`config.mk`:
```
export PLATFORM = sky130hd
export DESIGN_NAME = steal_backoff_ctrl
export DESIGN_NICKNAME = d
export VERILOG_FILES = /design/src/rtl/steal_pkg.sv /design/src/rtl/steal_victim_lfsr.sv /design/src/rtl/steal_backoff_period.sv /design/src/rtl/steal_wait_timer.sv /design/src/rtl/steal_backoff_ctrl.sv
export SDC_FILE = /design/constraint.sdc
export NUM_CORES = 1
export LEC_CHECK = 0
export BUFFER_PORTS_ARGS = -buffer_cell sky130_fd_sc_hd__buf_2
export CAP_MARGIN = 40
export CORE_MARGIN = 5
export CORE_UTILIZATION = 42
export CTS_BUF_LIST = sky130_fd_sc_hd__clkbuf_8
export CTS_CLUSTER_DIAMETER = 40
export DETAILED_ROUTE_END_ITERATION = 12
export GPL_ROUTABILITY_DRIVEN = 0
export GPL_TIMING_DRIVEN = 0
export PLACE_DENSITY = 0.77
export SLEW_MARGIN = 10
export SYNTH_ARGS = -nofsm -noshare
export SYNTH_HDL_FRONTEND = slang
export SYNTH_SLANG_ARGS = --single-unit
```
`constraint.sdc`:
```
create_clock -name clk -period 1.61 [get_ports clk]
set_input_delay 0.322 -clock clk [delete_from_list [all_inputs] [get_ports clk]]
set_output_delay 0.322 -clock clk [all_outputs]
set_load 0.01 [all_outputs]
```
`src/rtl/steal_pkg.sv`:
```
package steal_pkg;

    typedef enum logic [1:0] {
        ST_IDLE = 2'd0,
        ST_WAIT = 2'd1,
        ST_REQ  = 2'd2,
        ST_RESP = 2'd3
    } steal_state_e;

    function automatic int unsigned id_width(input int unsigned n);
        return (n > 1) ? $clog2(n) : 1;
    endfunction

endpackage

```
`src/rtl/steal_victim_lfsr.sv`:
```
module steal_victim_lfsr #(
    parameter int unsigned NUM_PE = 8,
    parameter int unsigned LFSR_W = 8,
    parameter logic [LFSR_W-1:0] LFSR_TAPS = 8'hB8,
    parameter logic [LFSR_W-1:0] LFSR_SEED = 8'h5A,
    localparam int unsigned ID_W = steal_pkg::id_width(NUM_PE)
) (
    input  logic            clk,
    input  logic            rst_n,
    input  logic [ID_W-1:0] my_id,
    output logic [ID_W-1:0] victim_o
);
    localparam logic [ID_W:0]   PE_COUNT = NUM_PE[ID_W:0];
    localparam logic [ID_W-1:0] LAST_ID  = ID_W'(NUM_PE - 1);

    logic [LFSR_W-1:0] lfsr_q;
    logic [LFSR_W-1:0] seed_mix;
    logic [LFSR_W-1:0] seed_w;
    logic [ID_W-1:0]   cand;
    logic              cand_ok;
    logic [ID_W-1:0]   victim_q;
    logic [ID_W-1:0]   victim_init;

    always_comb begin
        seed_mix = LFSR_SEED ^ {{(LFSR_W-ID_W){1'b0}}, my_id};
        seed_w   = (seed_mix == '0) ? LFSR_W'(1) : seed_mix;
        cand     = lfsr_q[ID_W-1:0];
        cand_ok  = ({1'b0, cand} < PE_COUNT) && (cand != my_id);
        victim_init = (my_id == LAST_ID) ? '0 : my_id + ID_W'(1);
    end

    always_ff @(posedge clk) begin
        if (!rst_n) begin
            lfsr_q <= seed_w;
        end else begin
            lfsr_q <= {lfsr_q[LFSR_W-2:0], ^(lfsr_q & LFSR_TAPS)};
        end
    end

    always_ff @(posedge clk) begin
        if (!rst_n) begin
            victim_q <= victim_init;
        end else if (cand_ok) begin
            victim_q <= cand;
        end
    end

    assign victim_o = victim_q;

    AST_LFSR_NONZERO: assert property (@(posedge clk) disable iff (!rst_n)
        lfsr_q != '0);
    AST_VICTIM_LEGAL: assert property (@(posedge clk) disable iff (!rst_n)
        ({1'b0, victim_q} < PE_COUNT) && (victim_q != my_id));

endmodule

```
`src/rtl/steal_backoff_period.sv`:
```
module steal_backoff_period #(
    parameter int unsigned MAX_WAIT = 128,
    localparam int unsigned PW = $clog2(MAX_WAIT) + 1
) (
    input  logic          clk,
    input  logic          rst_n,
    input  logic          fail_i,
    input  logic          succ_i,
    output logic [PW-1:0] period_o
);
    localparam logic [PW-1:0] CAP  = MAX_WAIT[PW-1:0];
    localparam logic [PW-1:0] HALF = CAP >> 1;
    localparam logic [PW-1:0] ONE  = PW'(1);

    logic [PW-1:0] period_q;
    logic [PW-1:0] period_d;

    always_comb begin
        period_d = period_q;
        if (succ_i) begin
            period_d = ONE;
        end else if (fail_i) begin
            period_d = (period_q >= HALF) ? CAP : (period_q << 1);
        end
    end

    always_ff @(posedge clk) begin
        if (!rst_n) begin
            period_q <= ONE;
        end else begin
            period_q <= period_d;
        end
    end

    assign period_o = period_q;

    AST_PERIOD_BOUNDS: assert property (@(posedge clk) disable iff (!rst_n)
        (period_q != '0) && (period_q <= CAP));
    AST_PERIOD_RESET: assert property (@(posedge clk) disable iff (!rst_n)
        succ_i |=> (period_q == ONE));
    AST_PERIOD_DOUBLE: assert property (@(posedge clk) disable iff (!rst_n)
        (fail_i && !succ_i) |=> (period_q == CAP) || (period_q == ($past(period_q) << 1)));
    AST_PERIOD_HOLD: assert property (@(posedge clk) disable iff (!rst_n)
        (!fail_i && !succ_i) |=> $stable(period_q));

endmodule

```
`src/rtl/steal_wait_timer.sv`:
```
module steal_wait_timer #(
    parameter int unsigned MAX_WAIT = 128,
    localparam int unsigned PW = $clog2(MAX_WAIT) + 1
) (
    input  logic          clk,
    input  logic          rst_n,
    input  logic          load_i,
    input  logic [PW-1:0] value_i,
    input  logic          dec_i,
    output logic          expired_o
);
    localparam logic [PW-1:0] ONE = PW'(1);

    logic [PW-1:0] cnt_q;

    always_ff @(posedge clk) begin
        if (!rst_n) begin
            cnt_q <= ONE;
        end else if (load_i) begin
            cnt_q <= value_i;
        end else if (dec_i && (cnt_q > ONE)) begin
            cnt_q <= cnt_q - ONE;
        end
    end

    assign expired_o = (cnt_q <= ONE);

    AST_TIMER_STEP: assert property (@(posedge clk) disable iff (!rst_n)
        (dec_i && !load_i && !expired_o) |=> (cnt_q == $past(cnt_q) - ONE));

endmodule

```
`src/rtl/steal_backoff_ctrl.sv`:
```
module steal_backoff_ctrl #(
    parameter int unsigned NUM_PE   = 8,
    parameter int unsigned MAX_WAIT = 128,
    parameter int unsigned TASK_W   = 32,
    parameter int unsigned LFSR_W   = 8,
    parameter logic [LFSR_W-1:0] LFSR_TAPS = 8'hB8,
    parameter logic [LFSR_W-1:0] LFSR_SEED = 8'h5A,
    localparam int unsigned ID_W = steal_pkg::id_width(NUM_PE),
    localparam int unsigned PW   = $clog2(MAX_WAIT) + 1
) (
    input  logic              clk,
    input  logic              rst_n,
    input  logic [ID_W-1:0]   my_id,
    input  logic              queue_empty,
    input  logic              resp_valid,
    input  logic              resp_success,
    input  logic [TASK_W-1:0] resp_task,
    output logic              req_valid,
    output logic [ID_W-1:0]   req_victim,
    output logic              push_valid,
    output logic [TASK_W-1:0] push_task
);
    import steal_pkg::*;

    steal_state_e  state_q, state_d;
    logic [PW-1:0] period;
    logic          expired;
    logic          tmr_load, tmr_dec;
    logic          got_fail, got_succ;
    logic [ID_W-1:0] victim;

    steal_victim_lfsr #(
        .NUM_PE   (NUM_PE),
        .LFSR_W   (LFSR_W),
        .LFSR_TAPS(LFSR_TAPS),
        .LFSR_SEED(LFSR_SEED)
    ) victim_i (
        .clk     (clk),
        .rst_n   (rst_n),
        .my_id   (my_id),
        .victim_o(victim)
    );

    steal_backoff_period #(
        .MAX_WAIT(MAX_WAIT)
    ) period_i (
        .clk     (clk),
        .rst_n   (rst_n),
        .fail_i  (got_fail),
        .succ_i  (got_succ),
        .period_o(period)
    );

    steal_wait_timer #(
        .MAX_WAIT(MAX_WAIT)
    ) timer_i (
        .clk      (clk),
        .rst_n    (rst_n),
        .load_i   (tmr_load),
        .value_i  (period),
        .dec_i    (tmr_dec),
        .expired_o(expired)
    );

    always_comb begin
        state_d = state_q;
        unique case (state_q)
            ST_IDLE: if (queue_empty) state_d = ST_WAIT;
            ST_WAIT: begin
                if (!queue_empty) begin
                    state_d = ST_IDLE;
                end else if (expired) begin
                    state_d = ST_REQ;
                end
            end
            ST_REQ:  state_d = ST_RESP;
            ST_RESP: if (resp_valid) state_d = ST_IDLE;
            default: state_d = ST_IDLE;
        endcase
    end

    always_ff @(posedge clk) begin
        if (!rst_n) begin
            state_q <= ST_IDLE;
        end else begin
            state_q <= state_d;
        end
    end

    always_comb begin
        req_valid  = 1'b0;
        push_valid = 1'b0;
        tmr_load   = 1'b0;
        tmr_dec    = 1'b0;
        got_fail   = 1'b0;
        got_succ   = 1'b0;
        unique case (state_q)
            ST_IDLE: tmr_load = queue_empty;
            ST_WAIT: tmr_dec  = queue_empty;
            ST_REQ:  req_valid = 1'b1;
            ST_RESP: begin
                push_valid = resp_valid && resp_success;
                got_succ   = resp_valid && resp_success;
                got_fail   = resp_valid && !resp_success;
            end
            default: ;
        endcase
        req_victim = victim;
        push_task  = resp_task;
    end

    AST_REQ_SINGLE: assert property (@(posedge clk) disable iff (!rst_n)
        req_valid |=> !req_valid);
    AST_QUIET_WHEN_BUSY: assert property (@(posedge clk) disable iff (!rst_n)
        (!queue_empty && state_q != ST_REQ) |=> !req_valid);
    AST_AWAIT_ANSWER: assert property (@(posedge clk) disable iff (!rst_n)
        (state_q == ST_RESP && !resp_valid) |=> (state_q == ST_RESP));
    AST_STRAY_IGNORED: assert property (@(posedge clk) disable iff (!rst_n)
        (state_q != ST_RESP) |-> !push_valid);

endmodule

```
==> flow_metrics.tcl, run 1 <==
set metrics [dict create \
    drt_wl_total_mm 3.35 \
    crit_required_ns 1.77 \
    place_area_um2 1830 \
    dp.cells 263 \
    synth_area_um2 1540 \
    antenna_found_initial 0 \
    io_pins 77 \
    final_antenna_net_count 0 \
    cp_max_fo 5 \
    violations "negative setup slack" \
    syn_inst 172 \
    hp-class "input pin to flip-flop" \
    syn_area_per_cell_um2 8.98 \
    arrival_ns 1.85 \
    grt_pass1_wl_mm 5.16 \
    cts.sinks 29 \
    final-hold-violation-count 0 \
    synth_area_leader_cell "dfxtp_1" \
    yosys_warnings 0 \
    drc_errors 0 \
    post_drt_wl_per_cell_um 12.1 \
    finalSetupViolCount 4 \
    yosysTopAreaCellShare_pct 33.7 \
    end_kind "flip-flop" \
    clock.fmax_mhz 592 \
    utilization_pct 56.7 \
    via_per_inst 4.98 \
    min_period_over_period_pct 105 \
    synth.distinct_cells 39 \
    syn-num-nets 216 \
    fp.dieArea_um2 4990 \
    final_cell_area_um2 2050 \
    start_util_pct 42.8 \
    dp_hpwl_mm 2.45 \
    htree_levels 2 \
    slew_viol_final 0 \
    clk_pin_slew_ns 0.06 \
    clock_latency_ns 0.28 \
    rsz0062_at_grt "yes" \
    clock_tree.buffer_depth 2 \
    rows 22 \
    ys_seq_elements 29 \
    nNetsFinal 272 \
    synth-edff-count 3 \
    core-area_um2 3610 \
    finClkSkew_ns 0.00399 \
    synth_most_common_cell "buf_4" \
    tritoncts "done" \
    worst_setup_path_start_kind "flip-flop" \
    setup_ws_ns -0.0782 \
    numCtsBuffers 5 \
    port_buffers 43 \
    crit_type "flip-flop to flip-flop" \
    synthTopCellsByCount "buf_4, dfxtp_1, nor2_1, o21ai_0" \
    vias 1379 \
    grt_max_degree 11 \
    cts_root_buffer "clkbuf_8" \
    die_x_um 70.6 \
    synthTopCellsByArea "dfxtp_1, buf_4, edfxtp_1, nor2_1, a22oi_1" \
    fin_crit_ns 1.69 \
    async_flop_share_pct 0 \
    diodes 0 \
    ys_seq_area_share_pct 39.5 \
    drive_gt1_share_pct 48.5 \
    p_per_area_nw_per_um2 815 \
    finalNonFillerCells 277 \
    synth-main-ff-cell "dfxtp_1" \
    maxCapViolCount 0 \
    grtUsageTotal_pct 13.0 \
    die_h_um 70.6 \
    ir_drop_uv 296 \
    outcome "finished, violations left" \
    synthToLayoutAreaGrowth_pct 32.5 \
    relSlewSlack_pct 63.2 \
    fillers 358 \
    dr.pass1.iters 4 \
    detail_route.iter0.violations 100 \
    overflow 0 \
    grt_pass1_vias 1233 \
    p_leak_nw 0.902 \
    ctsHoldBuffers 0 \
    worst_pin_slew_ns 0.547 \
]
[cells by family (layout without fill, tap and decap cells)]
logic type | Yosys count | in the layout | share of synthesized area [%]
AND/OR/NAND/NOR | 51 | 51 | 18.5
multiplexers | 2 | 2 | 1.38
AO/OA/AOI/OAI | 37 | 37 | 15.7
adder cells (fa/ha/maj) | 4 | 4 | 3.24
flip-flops | 29 | 29 | 39.5
XOR/XNOR | 6 | 6 | 3.40
buffers and inverters | 43 | 100 | 18.2
[cell usage in the layout (no fill, tap or decap), types with 2 or more instances in the layout]
master,count
buf_4,35
nor4_1,2
xnor2_1,6
inv_2,2
or3_1,2
dfxtp_2,3
clkbuf_8,5
inv_1,5
buf_2,43
clkbuf_1,3
clkinv_1,2
edfxtp_1,3
a22oi_1,7
nand2b_1,4
ha_1,2
o311ai_0,3
buf_6,2
dfxtp_1,21
a31oi_1,6
or4_4,2
nand2_1,6
and2_1,2
nand4_1,2
nand3_1,2
o21ai_0,8
nor2_1,16
dfxtp_4,2
a21oi_1,4
[flip-flops by register name, indices dropped and copies added (netlist names), named ones only]
signal	cells
period_i.period_o	8
state_q	1
timer_i.cnt_q	8
victim_i.lfsr_q	8
victim_i.victim_o	3
[report_power, final]
group | switching [W] | internal, W | total (W)
clock | 0.000265 | 0.000290 | 0.000555
sequential | 0.0000243 | 0.000768 | 0.000792
combinational | 0.000148 | 0.000172 | 0.000321
[what timing repair did]
action / CTS / global route
endpoints found under the setup margin: 16 / 12
buffers inserted: 1 / 6
pin swaps: 4 / 4
resized for setup: 8 / 17
hold endpoints to repair: 0 / 0
[metrics by stage]
step	setup WS [ns]	hold WS [ns]	power (W)	TNS [ns]
after floorplan	-0.0354	0.412	0.00101	-0.0443
after CTS	-0.0991	0.273	0.00166	-0.319
final	-0.0782	0.287	0.00167	-0.140
after global routing	-0.166	0.304	0.00176	-0.615
after global placement	-0.157	0.414	0.00109	-1.69
after detailed placement	-0.203	0.440	0.00109	-2.06
[metal layers]
layer / GRT usage (%) / vias up / part of all wire [%] / wire [um]
met5: 0 / - / 0 / 0
met2: 20.5 / 53 / 50 / 1660
met1: 15.1 / 630 / 40 / 1330
li1: - / 688 / - / -
met4: 9.39 / 0 / 3.0 / 99
met3: 3.55 / 8 / 7.9 / 266
[path summary, 6_finish.rpt]
kind | start | end | slack [ns] | cells after the start
setup / recovery | timer_i.cnt_q[5] | timer_i.cnt_q[1] | -0.08 | 6
hold / removal | my_id[1] | victim_i.lfsr_q[1] | 0.29 | 2
setup reg to reg | timer_i.cnt_q[5] | timer_i.cnt_q[1] | -0.08 | 6
hold reg to reg | victim_i.lfsr_q[6] | victim_i.lfsr_q[7] | 0.45 | 1
[cell type report]
type | count | area (um2) | share of cell area [%]
clock inverters | 3 | 12.5 | 0.612
flip-flops and latches | 29 | 622 | 30.4
well taps | 48 | 60.1 | 2.94
repair buffers | 49 | 280 | 13.7
multi-input cells | 100 | 719 | 35.2
inverters | 7 | 26.3 | 1.28
plain buffers | 36 | 256 | 12.5
clock buffers | 5 | 68.8 | 3.36
[critical path, stage by stage, from the launching register on]
cell and delay, ns:
dfxtp_2 0.32, or4_4 0.56, nor4_4 0.16, buf_6 0.15
buf_12 0.10, nor4_1 0.04, o31a_1 0.24
Note: power is estimated with default switching activity, not from simulation.
==> run 2, diff against run 1 <==
--- a/config.mk
+++ b/config.mk
@@ -7,14 +7,16 @@
 export LEC_CHECK = 0
 export BUFFER_PORTS_ARGS = -buffer_cell sky130_fd_sc_hd__buf_2
 export CAP_MARGIN = 40
+export CELL_PAD_IN_SITES_DETAIL_PLACEMENT = 1
+export CELL_PAD_IN_SITES_GLOBAL_PLACEMENT = 2
 export CORE_MARGIN = 5
-export CORE_UTILIZATION = 42
+export CORE_UTILIZATION = 26
 export CTS_BUF_LIST = sky130_fd_sc_hd__clkbuf_8
 export CTS_CLUSTER_DIAMETER = 40
 export DETAILED_ROUTE_END_ITERATION = 12
 export GPL_ROUTABILITY_DRIVEN = 0
 export GPL_TIMING_DRIVEN = 0
-export PLACE_DENSITY = 0.77
+export PLACE_DENSITY_LB_ADDON = 0.1
 export SLEW_MARGIN = 10
 export SYNTH_ARGS = -nofsm -noshare
 export SYNTH_HDL_FRONTEND = slang
==> constraint.sdc (replaced) <==
create_clock -name clk -period 1.92 [get_ports clk]
set_input_delay 0.384 -clock clk [delete_from_list [all_inputs] [get_ports clk]]
set_output_delay 0.384 -clock clk [all_outputs]
set_load 0.01 [all_outputs]
==> run 2 against run 1 <==
  * The run now ends clean
  * Hold slack better by 0.053 ns
  * Non-clock buffer count down 6
  * Final area down 2.0%
  * Register-to-register slack better by 0.18 ns
  * Count of clock-buffer cells in the layout unchanged
==> flow_metrics.tcl, run 2 (synthesized netlist as in run 1, its figures left out) <==
set metrics [dict create \
    final-hold-violation-count 0 \
    crit_required_ns 2.12 \
    overflow 0 \
    place_area_um2 1850 \
    r2r_setup_slack_ns 0.10 \
    arrival_ns 2.02 \
    antenna_found_initial 0 \
    via_per_inst 4.65 \
    r2r_start "timer_i.cnt_q[0]" \
    grt_pass1_vias 1494 \
    nNetsFinal 266 \
    final_antenna_net_count 0 \
    tritoncts "done" \
    clk_pin_slew_ns 0.07 \
    ctsHoldBuffers 0 \
    grtUsageTotal_pct 12.0 \
    reg2reg_to "timer_i.cnt_q[4]" \
    cts_root_buffer "clkbuf_8" \
    critPathBufInv 1 \
    drc_errors 0 \
    slowest_stage "or4_2" \
    htree_levels 2 \
    hold_path_depth 2 \
    worstSetupPathDepth 6 \
    numCtsBuffers 5 \
    finClkSkew_ns 0.00613 \
    outcome "finished, final reports clean" \
    synthToLayoutAreaGrowth_pct 29.8 \
    io_pins 77 \
    cp_max_fo 8 \
    p_leak_nw 0.875 \
    vias 1386 \
    layout_common_cells "buf_2, buf_4, dfxtp_1" \
    die_x_um 87.1 \
    multi_input_area_um2 666 \
    min_period_over_period_pct 94.6 \
    ir_drop_uv 506 \
    critPathCapture "timer_i.cnt_q[4]" \
    relSlewSlack_pct 64.4 \
    p_per_area_nw_per_um2 833 \
    worst_pin_slew_ns 0.530 \
    reg2reg_depth 6 \
    post_drt_wl_per_cell_um 14.9 \
    dr.pass1.iters 4 \
    fin_crit_ns 1.82 \
    final_cell_area_um2 2000 \
    setup_ws_ns 0.104 \
    end_kind "flip-flop" \
    grt_pass1_wl_mm 7.17 \
    core-area_um2 5850 \
    clock_tree.buffer_depth 2 \
    worst_setup_path_start_kind "flip-flop" \
    hp-class "input pin to flip-flop" \
    fillers 706 \
    start_util_pct 26.4 \
    clock_latency_ns 0.28 \
    crit_type "flip-flop to flip-flop" \
    dp_hpwl_mm 3.66 \
    seq_area_um2 614 \
    critPathTopFamily "simple AND/OR/NAND/NOR gates" \
    grt_max_degree 11 \
    cts_setup_buffers 0 \
    port_buffers 43 \
    slew_viol_final 0 \
    die_h_um 87.1 \
    fp.dieArea_um2 7580 \
    startpoint "timer_i.cnt_q[0]" \
    clock.fmax_mhz 551 \
    rows 28 \
    drive_gt1_share_pct 42.6 \
    finalSetupViolCount 0 \
    cts.sinks 29 \
    detail_route.iter0.violations 17 \
    pre_cts_ws_ns -0.0562 \
    diodes 0 \
    drt_wl_total_mm 4.43 \
    rsz0062_at_grt "no" \
    cp_slowest_stage_delay_ns 0.62 \
    maxCapViolCount 0 \
    mostFrequentLayoutCell "buf_2" \
    crit_chain "inv_1 -> ha_1 -> nor2_4 -> nor4_4 -> or4_2 -> a31oi_1" \
]
==> run 2: how the worst min path moves through the flow <==
stage                       startpoint                  to  slack, ns
floorplan           victim_i.lfsr_q[6]  victim_i.lfsr_q[7]       0.41
global placement    victim_i.lfsr_q[6]  victim_i.lfsr_q[7]       0.42
detailed placement  victim_i.lfsr_q[6]  victim_i.lfsr_q[7]       0.42
CTS                           my_id[1]  victim_i.lfsr_q[1]       0.33
global route                  my_id[1]  victim_i.lfsr_q[1]       0.32
finish                        my_id[1]  victim_i.lfsr_q[1]       0.34
==> run 2: cell type report <==
class	count	share of cell area, %
sequential	29	30.6
timing repair buffer	43	10.7
tap	75	4.68
clock buffer	5	3.43
multi-input combinational	100	33.2
buffer	36	12.7
clock inverter	3	3.25
inverter	7	1.31
==> run 2: power breakdown <==
group | switching, W | internal, W
combinational | 0.000128 | 0.000123
clock | 0.000238 | 0.000515
sequential | 0.0000198 | 0.000646
total | 0.000386 | 0.00128
==> run 2: per-layer routing <==
| metal | GRT usage [%] | vias up | part of all wire, % | wire (um) |
|---|---|---|---|---|
| li1 | - | 677 | - | - |
| met1 | 13.2 | 668 | 40 | 1780 |
| met2 | 21.9 | 37 | 54 | 2390 |
| met3 | 3.69 | 4 | 5.3 | 235 |
| met4 | 3.68 | 0 | 0.65 | 29 |
| met5 | 0 | - | 0 | 0 |
==> run 2: what timing repair did <==
action                                 4_1_cts  5_1_grt
pin swaps                                    0        1
cloned                                       0        0
endpoints found under the hold margin        0        0
gates resized for setup                      2        4
setup endpoints to repair                    1       11
==> run 2: per-stage QoR <==
step / setup TNS (ns) / total power, W / util (%) / cells / hold WS (ns)
2_1_floorplan: 0 / 0.000842 / - / 172 / 0.412
3_3_place_gp: -0.0235 / 0.000925 / 31.7 / 290 / 0.418
3_5_place_dp: -0.0562 / 0.000933 / 31.7 / 290 / 0.423
4_1_cts: 0 / 0.00170 / 34.1 / 298 / 0.330
5_1_grt: 0 / 0.00176 / 34.3 / 298 / 0.321
6_report: 0 / 0.00167 / 34.3 / 298 / 0.340
==> run 3, diff against run 2 <==
--- a/config.mk
+++ b/config.mk
@@ -16,6 +16,7 @@
 export DETAILED_ROUTE_END_ITERATION = 12
 export GPL_ROUTABILITY_DRIVEN = 0
 export GPL_TIMING_DRIVEN = 0
+export MAX_ROUTING_LAYER = met4
 export PLACE_DENSITY_LB_ADDON = 0.1
 export SLEW_MARGIN = 10
 export SYNTH_ARGS = -nofsm -noshare
==> run 3 against run 2 <==
  * Flip-flop and latch count stayed put
  * Count of clock-buffer cells in the layout is the same
  * Maximum frequency barely moved
  * Register-to-register slack about the same
  * Global-route usage increased by 0.43 points
  * Largest cell class unchanged
  * Largest power group unchanged
==> flow_metrics.tcl, run 3 (synthesized netlist as in run 1, its figures left out) <==
set metrics [dict create \
    outcome "finished, final reports clean" \
    worst_pin_slew_ns 0.532 \
    clock.fmax_mhz 551 \
    grt_max_degree 11 \
    vias 1386 \
    rows 28 \
    dr.pass1.iters 4 \
    drive_gt1_share_pct 42.6 \
    r2r_setup_slack_ns 0.11 \
    grt_pass1_vias 1482 \
    clock_latency_ns 0.28 \
    die_x_um 87.1 \
    fp.dieArea_um2 7580 \
    io_pins 77 \
    nNetsFinal 266 \
    hold_end "victim_i.lfsr_q[1]" \
    detail_route.iter0.violations 25 \
    drc_errors 0 \
    ir_drop_uv 505 \
    setup_ws_ns 0.105 \
    crit_required_ns 2.13 \
    cp_max_fo 8 \
    hold_ws_ns 0.339 \
    diodes 0 \
    reg2reg_depth 6 \
    end_kind "flip-flop" \
    hold_path_depth 2 \
    final-hold-violation-count 0 \
    clk_pin_slew_ns 0.07 \
    tns_ns 0 \
    p_leak_nw 0.875 \
    final_antenna_net_count 0 \
    post_drt_wl_per_cell_um 14.9 \
    rsz0062_at_grt "no" \
    ctsHoldBuffers 0 \
    htree_levels 2 \
    crit_type "flip-flop to flip-flop" \
    fin_crit_ns 1.81 \
    r2r_start "timer_i.cnt_q[0]" \
    maxCapViolCount 0 \
    min_period_over_period_pct 94.5 \
    overflow 0 \
    tritoncts "done" \
    cts_setup_buffers 0 \
    grt_pass1_wl_mm 7.19 \
    grtUsageTotal_pct 12.4 \
    dp_hpwl_mm 3.66 \
    cts_root_buffer "clkbuf_8" \
    hp-class "input pin to flip-flop" \
    drt_wl_total_mm 4.44 \
    pre_cts_ws_ns -0.0562 \
    finClkSkew_ns 0.00608 \
    reg2reg_to "timer_i.cnt_q[4]" \
    via_per_inst 4.65 \
    cts.sinks 29 \
    die_h_um 87.1 \
    core-area_um2 5850 \
    relSlewSlack_pct 64.2 \
    layout_common_cells "buf_2, buf_4, dfxtp_1" \
    hp-start "my_id[1]" \
    fillers 706 \
    arrival_ns 2.02 \
    multi_input_area_um2 666 \
    p_per_area_nw_per_um2 834 \
    numCtsBuffers 5 \
    mostFrequentLayoutCell "buf_2" \
    slew_viol_final 0 \
    synthToLayoutAreaGrowth_pct 29.8 \
    port_buffers 43 \
    clock_tree.buffer_depth 2 \
    antenna_found_initial 0 \
    place_area_um2 1850 \
    seq_area_um2 614 \
    start_util_pct 26.4 \
    final_cell_area_um2 2000 \
    worst_setup_path_start_kind "flip-flop" \
    finalSetupViolCount 0 \
]
==> run 3: cell counts in the layout (fill, tap and decap cells not counted) <==
No cell type changed its count.
==> run 3: worst max-delay path, cell delays in order, from the launching register on <==
cell     delay, ns
dfxtp_2       0.37
inv_1         0.05
ha_1          0.26
nor2_4        0.17
nor4_4        0.09
or4_2         0.62
a31oi_1       0.18
==> run 3: final cells by class <==
| class | instances | area share [%] |
|---|---|---|
| flip-flops and latches | 29 | 30.6 |
| clock buffers | 5 | 3.43 |
| repair buffers | 43 | 10.7 |
| inverters | 7 | 1.31 |
| multi-input cells | 100 | 33.2 |
| plain buffers | 36 | 12.7 |
| clock inverters | 3 | 3.25 |
| well taps | 75 | 4.68 |
==> run 3: what timing repair did <==
action / CTS / global route
pin swaps: 0 / 1
endpoints found under the setup margin: 1 / 11
hold endpoints to repair: 0 / 0
gates resized for setup: 2 / 4
==> run 3: through the flow <==
| step | util (%) | power (W) | cells |
|---|---|---|---|
| global placement | 31.7 | 0.000925 | 290 |
| finish | 34.3 | 0.00167 | 298 |
| CTS | 34.1 | 0.00170 | 298 |
| global route | 34.3 | 0.00177 | 298 |
| floorplan | - | 0.000842 | 172 |
| detailed placement | 31.7 | 0.000933 | 290 |
==> run 3: how the worst max path moves through the flow <==
stage               depth (start not counted)  slack [ns]             start                to
floorplan                                   6        0.16  timer_i.cnt_q[0]  timer_i.cnt_q[4]
finish                                      6        0.11  timer_i.cnt_q[0]  timer_i.cnt_q[4]
global route                                6       0.007  timer_i.cnt_q[1]  timer_i.cnt_q[4]
CTS                                         6        0.03  timer_i.cnt_q[0]  timer_i.cnt_q[4]
global placement                            6       -0.02  timer_i.cnt_q[0]  timer_i.cnt_q[4]
detailed placement                          6       -0.06  timer_i.cnt_q[0]  timer_i.cnt_q[4]
==> run 3: layer usage <==
layer  share of wire (%)  global-route usage [%]  up-vias
met1                  40                    13.4      665
met5                   0                       -        -
met4                0.77                    3.68        0
li1                    -                       -      677
met2                  53                    21.8       39
met3                 5.3                    3.88        5
==> run 3: report_power, final <==
part,switching (W),internal [W],total (W)
clock,0.000241,0.000515,0.000757
combinational,0.000128,0.000123,0.000251
sequential,0.0000197,0.000645,0.000665
total,0.000389,0.00128,0.00167
